<file path="src/rtl/spi_modreg_pkg.sv">
package spi_modreg_pkg;

    localparam int ADDR_W     = 8;
    localparam int DATA_W     = 32;
    localparam int IRQ_W      = 17;
    localparam int MAX_CH     = 4;
    localparam int CH_IDX_W   = 2;
    localparam int CH_REGS    = 5;
    localparam int CH_BASE    = 'h2c;
    localparam int CH_STRIDE  = 'h14;

    localparam logic [IRQ_W-1:0]  IRQ_MASK    = 17'h1777f;
    localparam logic [DATA_W-1:0] REV_VALUE   = 32'h0000_0091;
    localparam logic [DATA_W-1:0] SYSCFG_MASK = 32'h0000_031d;

    localparam int SYST_W        = 12;
    localparam int MODCTL_W      = 4;
    localparam logic [MODCTL_W-1:0] MODCTL_RST = 4'h4;
    localparam int SYST_FORCE_B  = 11;
    localparam int MODCTL_TEST_B = 3;
    localparam int SYSCFG_SRST_B = 1;

    localparam logic [ADDR_W-1:0] A_REV     = 8'h00;
    localparam logic [ADDR_W-1:0] A_SYSCFG  = 8'h10;
    localparam logic [ADDR_W-1:0] A_SYSSTAT = 8'h14;
    localparam logic [ADDR_W-1:0] A_IRQST   = 8'h18;
    localparam logic [ADDR_W-1:0] A_IRQEN   = 8'h1c;
    localparam logic [ADDR_W-1:0] A_WAKE    = 8'h20;
    localparam logic [ADDR_W-1:0] A_SYST    = 8'h24;
    localparam logic [ADDR_W-1:0] A_MODCTL  = 8'h28;

    typedef enum logic [3:0] {
        RK_NONE,
        RK_REV,
        RK_SYSCFG,
        RK_SYSSTAT,
        RK_IRQST,
        RK_IRQEN,
        RK_WAKE,
        RK_SYST,
        RK_MODCTL,
        RK_CHAN
    } reg_kind_e;

    typedef enum logic [2:0] {
        CR_CONF = 3'd0,
        CR_STAT = 3'd1,
        CR_CTRL = 3'd2,
        CR_TX   = 3'd3,
        CR_RX   = 3'd4
    } chan_reg_e;

    typedef struct packed {
        reg_kind_e             kind;
        logic [CH_IDX_W-1:0]   ch;
        chan_reg_e             creg;
    } dec_t;

    function automatic logic chan_reg_writable(chan_reg_e r);
        return !(r == CR_STAT || r == CR_RX);
    endfunction

endpackage

</file>
<file path="src/rtl/spi_modreg_decode.sv">
module spi_modreg_decode
    import spi_modreg_pkg::*;
#(
    parameter int NUM_CH = 4
) (
    input  logic [ADDR_W-1:0] addr,
    output dec_t              dec
);

    always_comb begin
        dec.kind = RK_NONE;
        dec.ch   = '0;
        dec.creg = CR_CONF;
        if (addr[1:0] == 2'b00) begin
            unique case (addr)
                A_REV:     dec.kind = RK_REV;
                A_SYSCFG:  dec.kind = RK_SYSCFG;
                A_SYSSTAT: dec.kind = RK_SYSSTAT;
                A_IRQST:   dec.kind = RK_IRQST;
                A_IRQEN:   dec.kind = RK_IRQEN;
                A_WAKE:    dec.kind = RK_WAKE;
                A_SYST:    dec.kind = RK_SYST;
                A_MODCTL:  dec.kind = RK_MODCTL;
                default: begin
                    for (int i = 0; i < NUM_CH; i++) begin
                        for (int k = 0; k < CH_REGS; k++) begin
                            if (addr == ADDR_W'(CH_BASE + i * CH_STRIDE + 4 * k)) begin
                                dec.kind = RK_CHAN;
                                dec.ch   = CH_IDX_W'(i);
                                dec.creg = chan_reg_e'(k[2:0]);
                            end
                        end
                    end
                end
            endcase
        end
    end

endmodule

</file>
<file path="src/rtl/spi_modreg_cfg.sv">
module spi_modreg_cfg
    import spi_modreg_pkg::*;
(
    input  logic                clk,
    input  logic                rst,
    input  logic                wr,
    input  reg_kind_e           kind,
    input  logic [DATA_W-1:0]   wdata,
    output logic [DATA_W-1:0]   syscfg_q,
    output logic                wake_q,
    output logic [SYST_W-1:0]   syst_q,
    output logic [MODCTL_W-1:0] modctl_q,
    output logic                soft_rst,
    output logic                force_set,
    output logic                clr_lock
);

    logic wr_syscfg, wr_syst, wr_modctl;

    assign wr_syscfg = wr && (kind == RK_SYSCFG);
    assign wr_syst   = wr && (kind == RK_SYST);
    assign wr_modctl = wr && (kind == RK_MODCTL);

    assign soft_rst  = wr_syscfg && wdata[SYSCFG_SRST_B];
    assign clr_lock  = modctl_q[MODCTL_TEST_B] && syst_q[SYST_FORCE_B];
    assign force_set = (wr_syst && modctl_q[MODCTL_TEST_B] && wdata[SYST_FORCE_B])
                    || (wr_modctl && wdata[MODCTL_TEST_B] && syst_q[SYST_FORCE_B]);

    always_ff @(posedge clk) begin
        if (rst) begin
            syscfg_q <= '0;
            wake_q   <= 1'b0;
            syst_q   <= '0;
            modctl_q <= MODCTL_RST;
        end else if (soft_rst) begin
            syscfg_q <= wdata & SYSCFG_MASK;
            wake_q   <= 1'b0;
            syst_q   <= '0;
            modctl_q <= MODCTL_RST;
        end else begin
            if (wr_syscfg)
                syscfg_q <= wdata & SYSCFG_MASK;
            if (wr && kind == RK_WAKE)
                wake_q <= wdata[0];
            if (wr_syst)
                syst_q <= wdata[SYST_W-1:0];
            if (wr_modctl)
                modctl_q <= wdata[MODCTL_W-1:0];
        end
    end

endmodule

</file>
<file path="src/rtl/spi_modreg_irq.sv">
module spi_modreg_irq
    import spi_modreg_pkg::*;
#(
    parameter int NUM_CH = 4
) (
    input  logic              clk,
    input  logic              rst,
    input  logic              soft_rst,
    input  logic              st_wr,
    input  logic              en_wr,
    input  logic [IRQ_W-1:0]  wdata,
    input  logic              clr_lock,
    input  logic              force_set,
    input  logic [NUM_CH-1:0] tx_evt,
    input  logic [NUM_CH-1:0] rx_evt,
    output logic [IRQ_W-1:0]  status_q,
    output logic [IRQ_W-1:0]  enable_q,
    output logic              irq
);

    logic [IRQ_W-1:0] evt_bits;
    logic [IRQ_W-1:0] status_d;

    for (genvar b = 0; b < IRQ_W; b++) begin : g_evt
        if ((b % 4 == 0) && (b / 4 < NUM_CH)) begin : g_tx
            assign evt_bits[b] = tx_evt[b/4];
        end else if ((b % 4 == 2) && (b / 4 < NUM_CH)) begin : g_rx
            assign evt_bits[b] = rx_evt[b/4];
        end else begin : g_zero
            assign evt_bits[b] = 1'b0;
        end
    end

    always_comb begin
        status_d = status_q;
        if (soft_rst)
            status_d = '0;
        else if (force_set)
            status_d = status_q | IRQ_MASK;
        else if (st_wr && !clr_lock)
            status_d = status_q & ~wdata;
        status_d = status_d | evt_bits;
    end

    always_ff @(posedge clk) begin
        if (rst) begin
            status_q <= '0;
            enable_q <= '0;
        end else begin
            status_q <= status_d;
            if (soft_rst)
                enable_q <= '0;
            else if (en_wr)
                enable_q <= wdata & IRQ_MASK;
        end
    end

    assign irq = |(status_q & enable_q);

endmodule

</file>
<file path="src/rtl/spi_modreg_unit.sv">
module spi_modreg_unit
    import spi_modreg_pkg::*;
#(
    parameter int NUM_CH = 4
) (
    input  logic                     clk,
    input  logic                     rst,
    input  logic                     req_valid,
    input  logic                     req_write,
    input  logic [7:0]               req_addr,
    input  logic [31:0]              req_wdata,
    output logic                     rsp_valid,
    output logic [31:0]              rsp_rdata,
    output logic                     rsp_err,
    output logic [NUM_CH-1:0]        chan_sel,
    output logic [2:0]               chan_reg,
    output logic                     chan_we,
    output logic                     chan_re,
    output logic [31:0]              chan_wdata,
    input  logic [NUM_CH*32-1:0]     chan_rdata,
    input  logic [NUM_CH-1:0]        tx_empty_evt,
    input  logic [NUM_CH-1:0]        rx_full_evt,
    output logic                     soft_rst_pulse,
    output logic                     irq
);

    dec_t dec;
    logic                wr;
    logic [DATA_W-1:0]   syscfg_w;
    logic                wake_w;
    logic [SYST_W-1:0]   syst_w;
    logic [MODCTL_W-1:0] modctl_w;
    logic                soft_rst_w, force_w, lock_w;
    logic [IRQ_W-1:0]    status_w, enable_w;
    logic [DATA_W-1:0]   rd_word;
    logic [DATA_W-1:0]   chan_word;
    logic                chan_hit;

    spi_modreg_decode #(.NUM_CH(NUM_CH)) u_dec (
        .addr (req_addr),
        .dec  (dec)
    );

    assign wr       = req_valid && req_write;
    assign chan_hit = req_valid && (dec.kind == RK_CHAN);

    spi_modreg_cfg u_cfg (
        .clk       (clk),
        .rst       (rst),
        .wr        (wr),
        .kind      (dec.kind),
        .wdata     (req_wdata),
        .syscfg_q  (syscfg_w),
        .wake_q    (wake_w),
        .syst_q    (syst_w),
        .modctl_q  (modctl_w),
        .soft_rst  (soft_rst_w),
        .force_set (force_w),
        .clr_lock  (lock_w)
    );

    spi_modreg_irq #(.NUM_CH(NUM_CH)) u_irq (
        .clk       (clk),
        .rst       (rst),
        .soft_rst  (soft_rst_w),
        .st_wr     (wr && dec.kind == RK_IRQST),
        .en_wr     (wr && dec.kind == RK_IRQEN),
        .wdata     (req_wdata[IRQ_W-1:0]),
        .clr_lock  (lock_w),
        .force_set (force_w),
        .tx_evt    (tx_empty_evt),
        .rx_evt    (rx_full_evt),
        .status_q  (status_w),
        .enable_q  (enable_w),
        .irq       (irq)
    );

    for (genvar c = 0; c < NUM_CH; c++) begin : g_sel
        assign chan_sel[c] = chan_hit && (dec.ch == CH_IDX_W'(c));
    end

    assign chan_reg   = dec.creg;
    assign chan_we    = chan_hit && req_write && chan_reg_writable(dec.creg);
    assign chan_re    = chan_hit && !req_write;
    assign chan_wdata = req_wdata;

    always_comb begin
        chan_word = '0;
        for (int i = 0; i < NUM_CH; i++)
            if (chan_sel[i])
                chan_word = chan_rdata[i*DATA_W +: DATA_W];
    end

    always_comb begin
        unique case (dec.kind)
            RK_REV:     rd_word = REV_VALUE;
            RK_SYSCFG:  rd_word = syscfg_w;
            RK_SYSSTAT: rd_word = 32'd1;
            RK_IRQST:   rd_word = DATA_W'(status_w);
            RK_IRQEN:   rd_word = DATA_W'(enable_w);
            RK_WAKE:    rd_word = DATA_W'(wake_w);
            RK_SYST:    rd_word = DATA_W'(syst_w);
            RK_MODCTL:  rd_word = DATA_W'(modctl_w);
            RK_CHAN:    rd_word = chan_word;
            default:    rd_word = '0;
        endcase
    end

    always_ff @(posedge clk) begin
        if (rst) begin
            rsp_valid      <= 1'b0;
            rsp_rdata      <= '0;
            rsp_err        <= 1'b0;
            soft_rst_pulse <= 1'b0;
        end else begin
            rsp_valid      <= req_valid;
            rsp_err        <= req_valid && (dec.kind == RK_NONE);
            rsp_rdata      <= (req_valid && !req_write) ? rd_word : '0;
            soft_rst_pulse <= soft_rst_w;
        end
    end

endmodule

</file>
<file path="config.mk">
export PLATFORM = sky130hd
export DESIGN_NAME = spi_modreg_unit
export DESIGN_NICKNAME = d
export VERILOG_FILES = /design/src/rtl/spi_modreg_pkg.sv /design/src/rtl/spi_modreg_decode.sv /design/src/rtl/spi_modreg_cfg.sv /design/src/rtl/spi_modreg_irq.sv /design/src/rtl/spi_modreg_unit.sv
export SDC_FILE = /design/constraint.sdc
export NUM_CORES = 1
export LEC_CHECK = 0
export BUFFER_PORTS_ARGS = -buffer_cell sky130_fd_sc_hd__buf_2
export CAP_MARGIN = 20
export CORE_MARGIN = 10
export CORE_UTILIZATION = 39
export DETAILED_ROUTE_END_ITERATION = 10
export GPL_TIMING_DRIVEN = 1
export PLACE_DENSITY = 0.77
export SLEW_MARGIN = 20
export SYNTH_ARGS = -nofsm -noshare
export SYNTH_HDL_FRONTEND = slang
export SYNTH_SLANG_ARGS = --single-unit
export TNS_END_PERCENT = 20
</file>
<file path="constraint.sdc">
create_clock -name clk -period 3.68 [get_ports clk]
set_input_delay 0.368 -clock clk [delete_from_list [all_inputs] [get_ports clk]]
set_output_delay 0.368 -clock clk [all_outputs]
set_load 0.1 [all_outputs]
</file>
; ---- Yosys cells after proc, flatten, opt, wreduce, memory -nomap -nowiden
; Cells that the tools add are included.
[classes]
n_reduce_logical = 38
mux = 33
bitwise = 5
n_eq_ne = 41
[ops]
columns = operator, count
row1 = 32-bit case mux with 9 select lines, 1
row2 = 9-bit two-way mux, 21
row3 = 32-bit two-way mux, 4
row4 = "8-bit by 7-bit == test with 1-bit output, second input constant", 15
row5 = "8-bit by 6-bit == test with 1-bit output, second input constant", 8
row6 = 17-bit two-way mux, 3
row7 = 17-bit AND, 2
row8 = "8-bit by 5-bit == test with 1-bit output, second input constant", 4
row9 = 4-bit case mux with 8 select lines, 1
row10 = 1-bit logical AND, 24
row11 = 10-bit two-way mux, 2
row12 = 17-bit inverter, 1
row13 = 17-bit by 15-bit bitwise OR with 17-bit output, 1
row14 = 17-bit OR reduction, 1
row15 = "4-bit by 3-bit == test with 1-bit output, second input constant", 4
row16 = "4-bit by 2-bit == test with 1-bit output, second input constant", 2
row17 = "4-bit == test, second input constant", 2
row18 = 8-bit logical NOT, 1
row19 = 8-bit OR reduction, 1
row20 = 5-bit two-way mux, 1
row21 = "2-bit == test, second input constant", 2
row22 = "4-bit by 1-bit == test with 1-bit output, second input constant", 1
row23 = 2-bit logical NOT, 2
row24 = 4-bit logical NOT, 1
row25 = other kinds (8), 12
[word_totals]
out_inout_bits = 77
regBits = 89
wordCells = 127
input_bits = 180

; ---- Longest topological paths before layout
; Gate-level depths: netlist of run 1.
[depth]
word_depth = 31
mapped_depth = 9
mapped_depth_nobuf = 8

; ---- Modules after synthesis
; A second synthesis of run 1 with hierarchy kept.
[unflattened]
hier_cells = 626
hier_area_um2 = 5806.8
[modules_own_cells]
columns = mod, cells_each, seq_area_each_um2, n_inst, area_per_inst_um2
row1 = spi_modreg_unit, 284, 700.7, 1, 2937.8
row2 = spi_modreg_irq, 133, 620.6, 1, 1285.0
row3 = spi_modreg_cfg, 144, 460.4, 1, 1206.2
row4 = spi_modreg_decode, 65, 0.0, 1, 377.9

; ---- Worst setup path before layout of run 1
; OpenSTA, ideal clock, no wires.
[synth_timing]
kind = input to output
start = input port req_addr[2]
end = output port chan_we
cell_stages = 7
t_required_ps = 3312
arrival_ps = 3676
path_buffers = 3
setup_slack_ps = -364
path_cell_list = buf_2 -> buf_1 -> buf_1 -> o32ai_1 -> a32oi_1 -> o21ai_0 -> nor3_1
[synth_between]
elab_chain_len = 27
elab_cells_between_ends = 60
cone_classes = eq/ne (30) / mux (23) / reduce/logical (7)
[synth_rtl]
columns = item, line
row1 = start: declaration, spi_modreg_unit.sv:10  ; input logic [7:0] req_addr,
row2 = 8-bit by 6-bit == test with 1-bit output, spi_modreg_decode.sv:27  ; if (addr == ADDR_W'(CH_BASE + i * CH_STRIDE + 4 * k)) begin
row3 = 9-bit two-way mux (20 in series), spi_modreg_decode.sv:27
row4 = 4-bit case mux with 8 select lines, spi_modreg_decode.sv:15  ; unique case (addr)
row5 = 9-bit two-way mux *, spi_modreg_decode.sv:14  ; if (addr[1:0] == 2'b00) begin
row6 = 4-bit == test, spi_modreg_unit.sv:45  ; assign chan_hit = req_valid && (dec.kind == RK_CHAN);
row7 = 1-bit logical AND, spi_modreg_unit.sv:45
row8 = 1-bit logical AND, spi_modreg_unit.sv:83  ; assign chan_we = chan_hit && req_write && chan_reg_writable(dec.creg);
row9 = 1-bit logical AND *, spi_modreg_unit.sv:83
row10 = end: declaration, spi_modreg_unit.sv:17  ; output logic chan_we,
; Every way passes the cells marked *; elsewhere a longest branch is shown, timed or not.

; ---- Worst setup path in the final report of run 1
[layout_timing]
start = input port req_addr[2]
end = output port chan_sel[0]
[layout_between]
elab_chain_len = 26
elab_cells_between_ends = 56
cone_classes = eq/ne (28) / mux (23) / reduce/logical (5)
[layout_rtl]
columns = item, line
row1 = 8-bit by 6-bit == test with 1-bit output, spi_modreg_decode.sv:27
row2 = 9-bit two-way mux (20 in series), spi_modreg_decode.sv:27
row3 = 4-bit case mux with 8 select lines, spi_modreg_decode.sv:15
row4 = 9-bit two-way mux *, spi_modreg_decode.sv:14
row5 = 4-bit == test, spi_modreg_unit.sv:45
row6 = 1-bit logical AND, spi_modreg_unit.sv:45
row7 = 1-bit logical AND *, spi_modreg_unit.sv:79  ; assign chan_sel[c] = chan_hit && (dec.ch == CH_IDX_W'(c));
row8 = end: declaration, spi_modreg_unit.sv:15  ; output logic [NUM_CH-1:0] chan_sel,
; Marks and branches as above.

==> results of run 1 <==
==> logic make-up after synthesis <==
group	count (synthesis)	share of synthesized area, %
buffers and inverters	86	10.4
xor gates and xnor gates	1	0.171
muxes	22	4.31
and+or+nand+nor	216	20.1
AOI/OAI and AO/OA	214	30.1
DFF	89	34.9
==> state kept, by name, summed over array words and instances (netlist names) <==
register and count:
soft_rst_pulse 1, u_irq.status_q 17, u_cfg.modctl_q 4, rsp_rdata 32, u_cfg.wake_q 1, rsp_valid 1, u_irq.enable_q 14, u_cfg.syscfg_q 6
rsp_err 1, u_cfg.syst_q 12
==> how the worst min path moves through the flow <==
stage               slack (ps)                               to  cells past startpoint                       startpoint
global placement           420  u_irq.status_q[11]$_SDFFE_PP0P_                      2  u_irq.status_q[11]$_SDFFE_PP0P_
global route               240     u_irq.status_q[0]$_SDFF_PP0_                      3                  tx_empty_evt[0]
floorplan                  410   u_irq.status_q[7]$_SDFFE_PP0P_                      2   u_irq.status_q[7]$_SDFFE_PP0P_
finish                     230     u_irq.status_q[8]$_SDFF_PP0_                      3                  tx_empty_evt[2]
detailed placement         420  u_irq.status_q[11]$_SDFFE_PP0P_                      2  u_irq.status_q[11]$_SDFFE_PP0P_
CTS                        220    u_irq.status_q[12]$_SDFF_PP0_                      3                  tx_empty_evt[3]
==> power by group <==
group / switching, µW / leakage (µW) / internal (µW) / total (µW)
clock: 404 / 0.000139 / 498 / 902
combinational: 238 / 0.00187 / 119 / 357
sequential: 6.90 / 0.000720 / 971 / 978
total: 649 / 0.00273 / 1590 / 2240
==> through the flow <==
| step | cells | TNS (ps) | hold slack, ps | instance area, µm² | util [%] |
|---|---|---|---|---|---|
| finish | 979 | 0 | 229 | 6400 | 50.3 |
| global route | 979 | 0 | 243 | 6400 | 50.3 |
| CTS | 978 | 0 | 220 | 6390 | 50.3 |
| detailed placement | 962 | 0 | 423 | 6100 | 48.0 |
| global placement | 962 | 0 | 418 | 6100 | 48.0 |
| floorplan | 628 | -133 | 410 | 5110 | - |
==> cell type report <==
cell class	count	area share [%]
multi-input cells	453	43.9
flip-flops and latches	89	27.9
repair buffers	239	19.7
clock buffers	11	3.95
well taps	172	3.36
inverters	9	0.606
clock inverters	5	0.587
diodes	1	0.0391
==> Yosys cell counts, drive strengths merged (2+ instances only) <==
cell type and instances:
nand2b 4, and3 2, mux2i 22, or2 4
dfxtp 89, a221o 2, buf 64, clkbuf 13
nor2b 4, o21ai 33, nor4 2, nand2 76
inv 8, a21oi 73, nand4b 2, or3 3
a221oi 17, nand4 2, o2bb2ai 3, nand3 7
nor4b 3, a32o 2, a22oi 8, o22ai 17
or4b 2, a211oi 3, o21a 2, nor3 8
a32oi 4, a2bb2oi 2, and2 5, nor3b 2
a2111oi 4, nor2 86, a21o 10, a22o 11
a222oi 17
==> layer usage <==
metal / up-vias / share of wire [%]
met5: - / 0
met4: 0 / 4.3
met3: 53 / 10
met2: 362 / 47
met1: 2586 / 38
li1: 2623 / -
==> critical path: stages <==
cell      delay, ps
buf_2           520
inv_1           260
a211oi_2        350
o21ai_2         140
buf_4           220
nor3b_4         190
buf_4           330
buf_12          220
==> results.md, run 1 <==
* Met2 GRT Util at 36.8%
* DRT antenna net count at 0
* R2r startpoint: u_cfg.syst_q[11]$_SDFFE_PP0P_
* CTS tree: done
* PostCTS Resize Cnt at 0
* Post-DP HPWL at about 16 mm
* Met1 GRT Util at 25.7%
* Largest net degree at the start of global routing at between 40 and 50
* Status: completed
* Minimum clock period at approximately 3000 ps
* Multi-input logic area at 2810 µm²
* Crit Path Class: input port to output pin
* Initial core utilization at approximately two fifths
* CP Launch Type: input port
* Placement Setup Slack at 734 ps
* M3 GR Usage at between 4 and 5%
* Layout cells sized above 1 at 35.9%
* CP Capture Type: output pin
* CTS root buf: clkbuf_16
* Worst hold path class: input port to register
* Skew-Pair Late Insertion Delay at between 300 and 400 ps
* Unrepaired setup endpoints after global routing: no
* Vias in the first global route at 5,666
* Required @ worst endpoint at 3310 ps
* Critical Path Source: req_addr[2]
* Hold-fix buffers at CTS at 0
* Peak supply drop at 0.203 mV
* Die ar. at 18,100 µm²
* Total track usage at approximately 22%
* CORE AREA at approximately 13,000 µm²
* GRT Residual Overflow at 0
* Sink Count at slightly below 90
* R2R Path End: u_irq.status_q[12]$_SDFF_PP0_
* Max FO, Critical Path at 29
* Setup slack, reg-to-reg at 1810 ps
* Power Total at about 2200 µW
* EDFF count, synth at 0
* Ys Warns at 0
* Post-synth top area share at a little over a third
* Initial antenna violation count at 1
* Average vias per placed instance at about 5.7
* GRT busiest layer: met2
* Worst-case reg-to-reg path depth at 7
* Async set or reset register ratio after synthesis at 0%
* Io pins at 257
* Net Count, Synth at 808
* Final Max Tran Viols at 0
* Detailed Routing Iterations Pass 1 at 6
* Nets at ~1,000
* DRC at 0
* Worst-Margin Slew at 781 ps
* Max Buffers Root-to-Sink at 2
* Area leader, netlist: dfxtp_1
* Worst Setup EP: chan_sel[0]
* Final setup viols at 0
* Cell variety after synth at 69
* Power Dens Cells at roughly 350 nW/µm²
* Syn_area_per_cell at roughly 8 µm²
* Post-synth top flop: dfxtp_1
* P&R area growth vs syn at 25.2%
* Worst setup margin at 689 ps
* Site Rows at 41
* Die height at between 100 and 150 µm
* Number of fill cells in the layout at roughly 1,300
* Fmax achieved at ~0.33 GHz
* Gate Count Post-Synth at between 600 and 700
* Max Cap Viol at 0
* Routed wire length at ~21 mm
* Die Wd at about 130 µm
* Relative slew slack at 47.9%
* Cts bufs inserted at 9
* Synth Register Bits at 89
* Port Buffers at roughly 230
* Vias at roughly 5,600
* Post-Synthesis Cell Area at 5110 µm²
* First-pass GRT wire length at ~32 mm
* Top cells by area, synth: dfxtp_1, a21oi_1, nor2_1
* Sequential area share after synthesis at a little over a third
* Leakage at between 0.002 and 0.003 µW
* Critical Path AT at 2620 ps
* Gpl congestion at 0.961
* Final Hold Viols at 0
* # Post-CTS Setup Buffers at 0
* Number of DRC markers in iteration 0 at ~490
* Leading cell type in the layout, fill and taps excluded: buf_2
* Most frequent cells in the layout: buf_2, dfxtp_1, nor2_1
* Wire length per cell at roughly 21 µm
* Final Skew at between 6 and 7 ps
* Final cycle utilization of the critical path at approximately four fifths
* Register area at between 1500 and 2000 µm²
* H-tree level count at 3
* CTS clk-pin slew, worst paths at 70 ps
(Power assumes the default switching activity.)
==> run 2, diff against run 1 <==
--- a/config.mk
+++ b/config.mk
@@ -11,7 +11,7 @@
 export CORE_UTILIZATION = 39
 export DETAILED_ROUTE_END_ITERATION = 10
 export GPL_TIMING_DRIVEN = 1
-export PLACE_DENSITY = 0.77
+export PLACE_DENSITY = 0.8
 export SLEW_MARGIN = 20
 export SYNTH_ARGS = -nofsm -noshare
 export SYNTH_HDL_FRONTEND = slang
==> constraint.sdc (replaced) <==
create_clock -name clk -period 2.6 [get_ports clk]
set_input_delay 0.26 -clock clk [delete_from_list [all_inputs] [get_ports clk]]
set_output_delay 0.26 -clock clk [all_outputs]
set_load 0.1 [all_outputs]
==> run 2 against run 1 <==
- critical path depth unchanged
- die area unchanged
- sequential share of layout area down 1.2 points
- clock-buffer cell count down 1
- cell count up 2.2%
- cell area up 4.6%
- routed wire length up 0.35%
- register-to-register slack worse by 850 ps
- global-route usage down 0.38 points
- critical endpoint is now chan_sel[1]
- largest power group unchanged
- highest routed layer unchanged
==> results.md, run 2 (synthesized netlist as in run 1, its figures left out) <==
* Largest net degree at the start of global routing at 34 (-17%)
* Critical Path Source: req_addr[7]
* Gpl congestion at 0.961 (about the same)
* GRT Residual Overflow at 0 (unchanged)
* Final cycle utilization of the critical path at around 93%
* Hold Path Origin: rx_full_evt[3]
* Hold-fix buffers at CTS at 0 (unchanged)
* R2r startpoint: u_cfg.syst_q[11]$_SDFFE_PP0P_
* PostCTS Resize Cnt at 0 (unchanged)
* CP Capture Type: output pin
* CP Launch Type: input port
* Average vias per placed instance at 5.66 (-1.5%)
* DRT antenna net count at 0 (unchanged)
* Final Skew at 15.7 ps (+9.57 ps)
* Worst setup margin at 191 ps (-498 ps)
* Peak supply drop at 0.297 mV (+46%)
* Final Max Tran Viols at 0 (unchanged)
* Multi-input logic area at 2820 µm² (+0.49%)
* Largest regs: rsp_rdata x32, u_irq.status_q x17, u_irq.enable_q x14
* Status: completed
* Final setup viols at 0 (unchanged)
* Post-DP Area at 6410 µm² (+5.0%)
* Worst-case reg-to-reg path depth at 7 (unchanged)
* Relative slew slack at 48.7% (+0.82 points)
* Io pins at 257 (unchanged)
* Hold EP: u_irq.status_q[14]$_SDFF_PP0_
* DRC at 0 (unchanged)
* Post-DP HPWL at 16.3 mm (+1.5%)
* Initial antenna violation count at 0 (-1)
* Biggest register: rsp_rdata
* Final Hold Viols at 0 (unchanged)
* Worst hold path class: input port to register
* Leading cell type in the layout, fill and taps excluded: buf_2
* Max FFs per register at 32 (unchanged)
* Wire length per cell at 20.8 µm (-1.9%)
* Cts bufs inserted at 9 (unchanged)
* Routed wire length at 20.8 mm (+0.35%)
* Inst Count DP at 986 (+2.5%)
* Vias at 5,666 (+0.75%)
* Minimum clock period at about 2400 ps
* Ant diodes at 0 (-1)
* Vias in the first global route at 5,536 (-2.3%)
* Layout cells sized above 1 at 37.9% (+2.0 points)
* Most frequent cells in the layout: buf_2, dfxtp_1, nor2_1
* Critical Path AT at 2150 ps (-470 ps)
* H-tree level count at 3 (unchanged)
* Setup slack, reg-to-reg at 960 ps (-850 ps)
* Leakage at 0.00286 µW (+5.0%)
* Final Instance Area at 6690 µm² (+4.6%)
* Sink Count at 89 (unchanged)
* Fmax achieved at ~0.42 GHz
* Max Cap Viol at 0 (unchanged)
* Crit Path Class: input port to output pin
* Finished Layout Cells at 1,001 (+2.2%)
* Die Wd at 134 µm (unchanged)
* Initial core utilization at 40.2% (unchanged)
* Power Dens Cells at 471 nW/µm² (+35%)
* Register area at 1780 µm² (unchanged)
* R2R Path End: u_irq.status_q[2]$_SDFF_PP0_
* Required @ worst endpoint at 2340 ps (-970 ps)
* CTS root buf: clkbuf_16
* Die height at 134 µm (unchanged)
* # Post-CTS Setup Buffers at 0 (unchanged)
* Skew-Pair Late Insertion Delay at 350 ps (about the same)
* Total track usage at 21.5% (-0.38 points)
* Die ar. at 18,100 µm² (unchanged)
* Site Rows at 41 (unchanged)
* Number of DRC markers in iteration 0 at 446 (-9.3%)
* Max Buffers Root-to-Sink at 2 (unchanged)
* Number of fill cells in the layout at 1,237 (-3.7%)
* P&R area growth vs syn at 31.0%
* Nets at 1,005 (+2.4%)
* Worst-Margin Slew at 769 ps (-12.3 ps)
* Detailed Routing Iterations Pass 1 at 8 (+2)
* CORE AREA at 12,700 µm² (unchanged)
* Port Buffers at 226 (unchanged)
* Unrepaired setup endpoints after global routing: no
* Placement Setup Slack at 60.6 ps (-673 ps)
* CTS tree: done
* Max FO, Critical Path at 9 (-69%)
* First-pass GRT wire length at 31.1 mm (-1.8%)
* Hold Path Stages at 3 (unchanged)
* CTS clk-pin slew, worst paths at 60 ps (about the same)
[run 2: layout make-up]
| cell class | count | share of cell area [%] |
|---|---|---|
| multi-input combinational | 453 | 42.2 |
| sequential | 89 | 26.6 |
| timing repair buffer | 263 | 23.2 |
| clock buffer | 10 | 3.57 |
| tap | 172 | 3.22 |
| clock inverter | 5 | 0.598 |
| inverter | 9 | 0.580 |
[run 2: power by group]
part           switching [µW]  total [µW]  leakage [µW]  internal, µW
sequential               9.22        1380      0.000720          1370
combinational             343         531       0.00202           188
clock                     563        1240      0.000127           674
[run 2: per-layer routing]
layer	track usage, %	part of all wire, %	routed length (µm)	vias up
met5	0	0	0	-
met4	8.65	3.2	663	0
met3	5.23	9.0	1880	40
met2	36.7	48	10000	313
met1	25.2	40	8250	2649
li1	-	-	-	2664
[run 2: worst max path at each step]
stage,to,slack (ps),cells after the start
after floorplan,chan_reg[2],-170,7
after global placement,rsp_rdata[16]$_SDFF_PP0_,120,8
after detailed placement,rsp_rdata[16]$_SDFF_PP0_,60,8
after CTS,chan_sel[1],190,8
after global routing,chan_sel[1],130,8
final,chan_sel[1],190,8
[run 2: worst max-delay path, cell delays in order]
cell,delay (ps)
buf_2,130
or3_1,490
and3b_1,270
a2bb2oi_2,60
buf_4,180
nor2_2,340
and2_1,240
buf_12,180
[run 2: through the flow]
stage | total power, µW | utilization [%] | TNS, ps | hold slack (ps)
4_1_cts | 3170 | 52.6 | 0 | 118
5_1_grt | 3260 | 52.6 | 0 | 135
2_1_floorplan | 1840 | - | -317 | 377
3_3_place_gp | 1940 | 50.4 | 0 | 418
6_report | 3150 | 52.6 | 0 | 122
3_5_place_dp | 1940 | 50.4 | 0 | 423
==> run 3, diff against run 2 <==
--- a/config.mk
+++ b/config.mk
@@ -12,6 +12,7 @@
 export DETAILED_ROUTE_END_ITERATION = 10
 export GPL_TIMING_DRIVEN = 1
 export PLACE_DENSITY = 0.8
+export REMOVE_ABC_BUFFERS = 1
 export SLEW_MARGIN = 20
 export SYNTH_ARGS = -nofsm -noshare
 export SYNTH_HDL_FRONTEND = slang
==> constraint.sdc (replaced) <==
create_clock -name clk -period 2 [get_ports clk]
set_input_delay 0.2 -clock clk [delete_from_list [all_inputs] [get_ports clk]]
set_output_delay 0.2 -clock clk [all_outputs]
set_load 0.1 [all_outputs]
==> run 3 against run 2 <==
- setup slack got worse by 180 ps
- via count up 4.0%
- clock skew fell by 8.0 ps
- routed wire length is 5.4% higher
- cell count is 6.4% higher
- largest power group is now clock
- highest routed layer unchanged
==> results.md, run 3 (synthesized netlist as in run 1, its figures left out) <==
* Detailed Routing Iterations Pass 1 at 5 (-3)
* Final cycle utilization of the critical path at 99.2%
* Die height at 134 µm (unchanged)
* Placement Setup Slack at -442 ps (-502 ps)
* Crit Path Class: input port to output pin
* Finished Layout Cells at 1,065 (+6.4%)
* Max Cap Viol at 0 (unchanged)
* Cts bufs inserted at 9 (unchanged)
* R2r startpoint: u_cfg.syst_q[11]$_SDFFE_PP0P_
* Inst Count DP at 1,036 (+5.1%)
* Largest net degree at the start of global routing at 27 (-21%)
* Routed wire length at 21.9 mm (+5.4%)
* Site Rows at 41 (unchanged)
* Total track usage at 22.7% (+1.2 points)
* Register area at 1780 µm² (unchanged)
* Nets at 1,067 (+6.2%)
* Max FO, Critical Path at 5 (-4)
* Biggest register: rsp_rdata
* Io pins at 257 (unchanged)
* Minimum clock period at just under 2000 ps
* Worst path slowest cell: or4b_4
* Final Hold Viols at 0 (unchanged)
* Unrepaired setup endpoints after global routing: yes
* Sink Count at 89 (unchanged)
* CTS tree: done
* CP delay by family, top: buffers and inverters
* Final Max Tran Viols at 0 (unchanged)
* DRT antenna net count at 0 (unchanged)
* Final Instance Area at 7480 µm² (+12%)
* Largest regs: rsp_rdata x32, u_irq.status_q x17, u_irq.enable_q x14
* CP Launch Type: input port
* Power Dens Cells at 595 nW/µm² (+26%)
* CTS clk-pin slew, worst paths at 70 ps (about the same)
* Number of fill cells in the layout at 1,167 (-5.7%)
* CORE AREA at 12,700 µm² (unchanged)
* Post-DP HPWL at 16.7 mm (+2.5%)
* Die Wd at 134 µm (unchanged)
* Port Buffers at 226 (unchanged)
* Worst hold path class: input port to register
* Worst-case reg-to-reg path depth at 7 (unchanged)
* Layout cells sized above 1 at 43.0% (+5.2 points)
* Post-DP Area at 6870 µm² (+7.1%)
* Initial core utilization at 40.2% (unchanged)
* CTS root buf: clkbuf_16
* Initial antenna violation count at 1 (+1)
* Final core occ at 58.8% (+6.2 points)
* Vias at 5,895 (+4.0%)
* Average vias per placed instance at 5.54 (-2.2%)
* Skew-Pair Late Insertion Delay at 350 ps (about the same)
* Status: completed
* Hold Path Origin: rx_full_evt[3]
* Leading cell type in the layout, fill and taps excluded: buf_2
* Required @ worst endpoint at 1800 ps (-540 ps)
* Wire length per cell at 20.6 µm (-0.94%)
* Hold Path Stages at 3 (unchanged)
* Worst-Margin Slew at 823 ps (+54.1 ps)
* Relative slew slack at 44.9% (-3.8 points)
* Worst setup margin at 15.2 ps (-176 ps)
* Critical Path Source: req_addr[7]
* Leakage at 0.00327 µW (+14%)
* Most frequent cells in the layout: buf_2, dfxtp_1, nor2_1, buf_4, nand2_1
* Gpl congestion at 0.929 (-3.2%)
* Critical Path AT at 1780 ps (-370 ps)
* Peak supply drop at 0.395 mV (+33%)
* Multi-input logic area at 2930 µm² (+3.8%)
* P&R area growth vs syn at 46.4%
* Slowest stage delay, CP at 480 ps (about the same)
* Vias in the first global route at 5,881 (+6.2%)
* Worst Path Buf+Inv at 5 (+2)
* Final setup viols at 0 (unchanged)
* Die ar. at 18,100 µm² (unchanged)
* Cell count along the critical path at 8 (unchanged)
* GRT Residual Overflow at 0 (unchanged)
* Max Buffers Root-to-Sink at 2 (unchanged)
* First-pass GRT wire length at 32.6 mm (+4.9%)
* Crit path top cell by count: buf_12
* DRC at 0 (unchanged)
* Number of DRC markers in iteration 0 at 533 (+20%)
* Worst path cell trace: buf_2, buf_4, or4b_4, buf_6, a211oi_4, buf_12, and2_1, buf_12
* Max FFs per register at 32 (unchanged)
* Final Skew at 7.75 ps (-7.97 ps)
* CP Capture Type: output pin
* Fmax achieved at between 0.5 and 0.6 GHz
* H-tree level count at 3 (unchanged)
## run 3: path summary, 6_finish.rpt
check | endpoint | slack (ps)
setup / recovery | chan_sel[1] | 20
hold / removal | u_irq.status_q[14]$_SDFF_PP0_ | 60
setup reg to reg | u_irq.status_q[4]$_SDFF_PP0_ | 380
hold reg to reg | u_irq.status_q[7]$_SDFFE_PP0P_ | 430
## run 3: worst register-to-register path, stage by stage (launching register included)
cell	delay [ps]
dfxtp_1	430
nand4b_1	180
a2111oi_4	430
buf_12	190
nor2_1	50
a21oi_1	130
a21oi_1	80
nor2_1	80
## run 3: cell type report
class	count	share of cell area [%]
diodes	1	0.0335
clock buffers	11	3.25
clock inverters	5	1.14
inverters	9	0.652
multi-input cells	454	39.2
flip-flops and latches	89	23.8
well taps	172	2.88
repair buffers	324	29.1
## run 3: metrics by stage
step                      TNS (ps)  hold WS (ps)  total power, µW
after global routing          -111          51.8             4590
after CTS                    -5.02          57.5             4450
after detailed placement    -12940           401             2560
final                            0          58.1             4450
after global placement      -10140           401             2560
after floorplan             -42390           272             2040
## run 3: repair_timing
item / in CTS / in global routing
endpoints found under the setup margin: 11 / 21
gates cloned: 2 / 0
pin swaps: 11 / 12
buffers inserted: 12 / 0
resized for setup: 20 / 13
hold buffers: 0 / 0
## run 3: power by group
group / leakage [µW] / switching, µW / total (µW) / internal, µW
clock: 0.000157 / 733 / 1870 / 1140
combinational: 0.00239 / 470 / 778 / 308
sequential: 0.000720 / 10.6 / 1800 / 1790
## run 3: per-layer routing
metal | wire length (µm) | track usage (%) | part of all wire, %
met5 | 0 | 0 | 0
met4 | 595 | 8.10 | 2.7
met3 | 2140 | 7.97 | 9.8
met2 | 10700 | 39.2 | 49
met1 | 8450 | 25.4 | 39
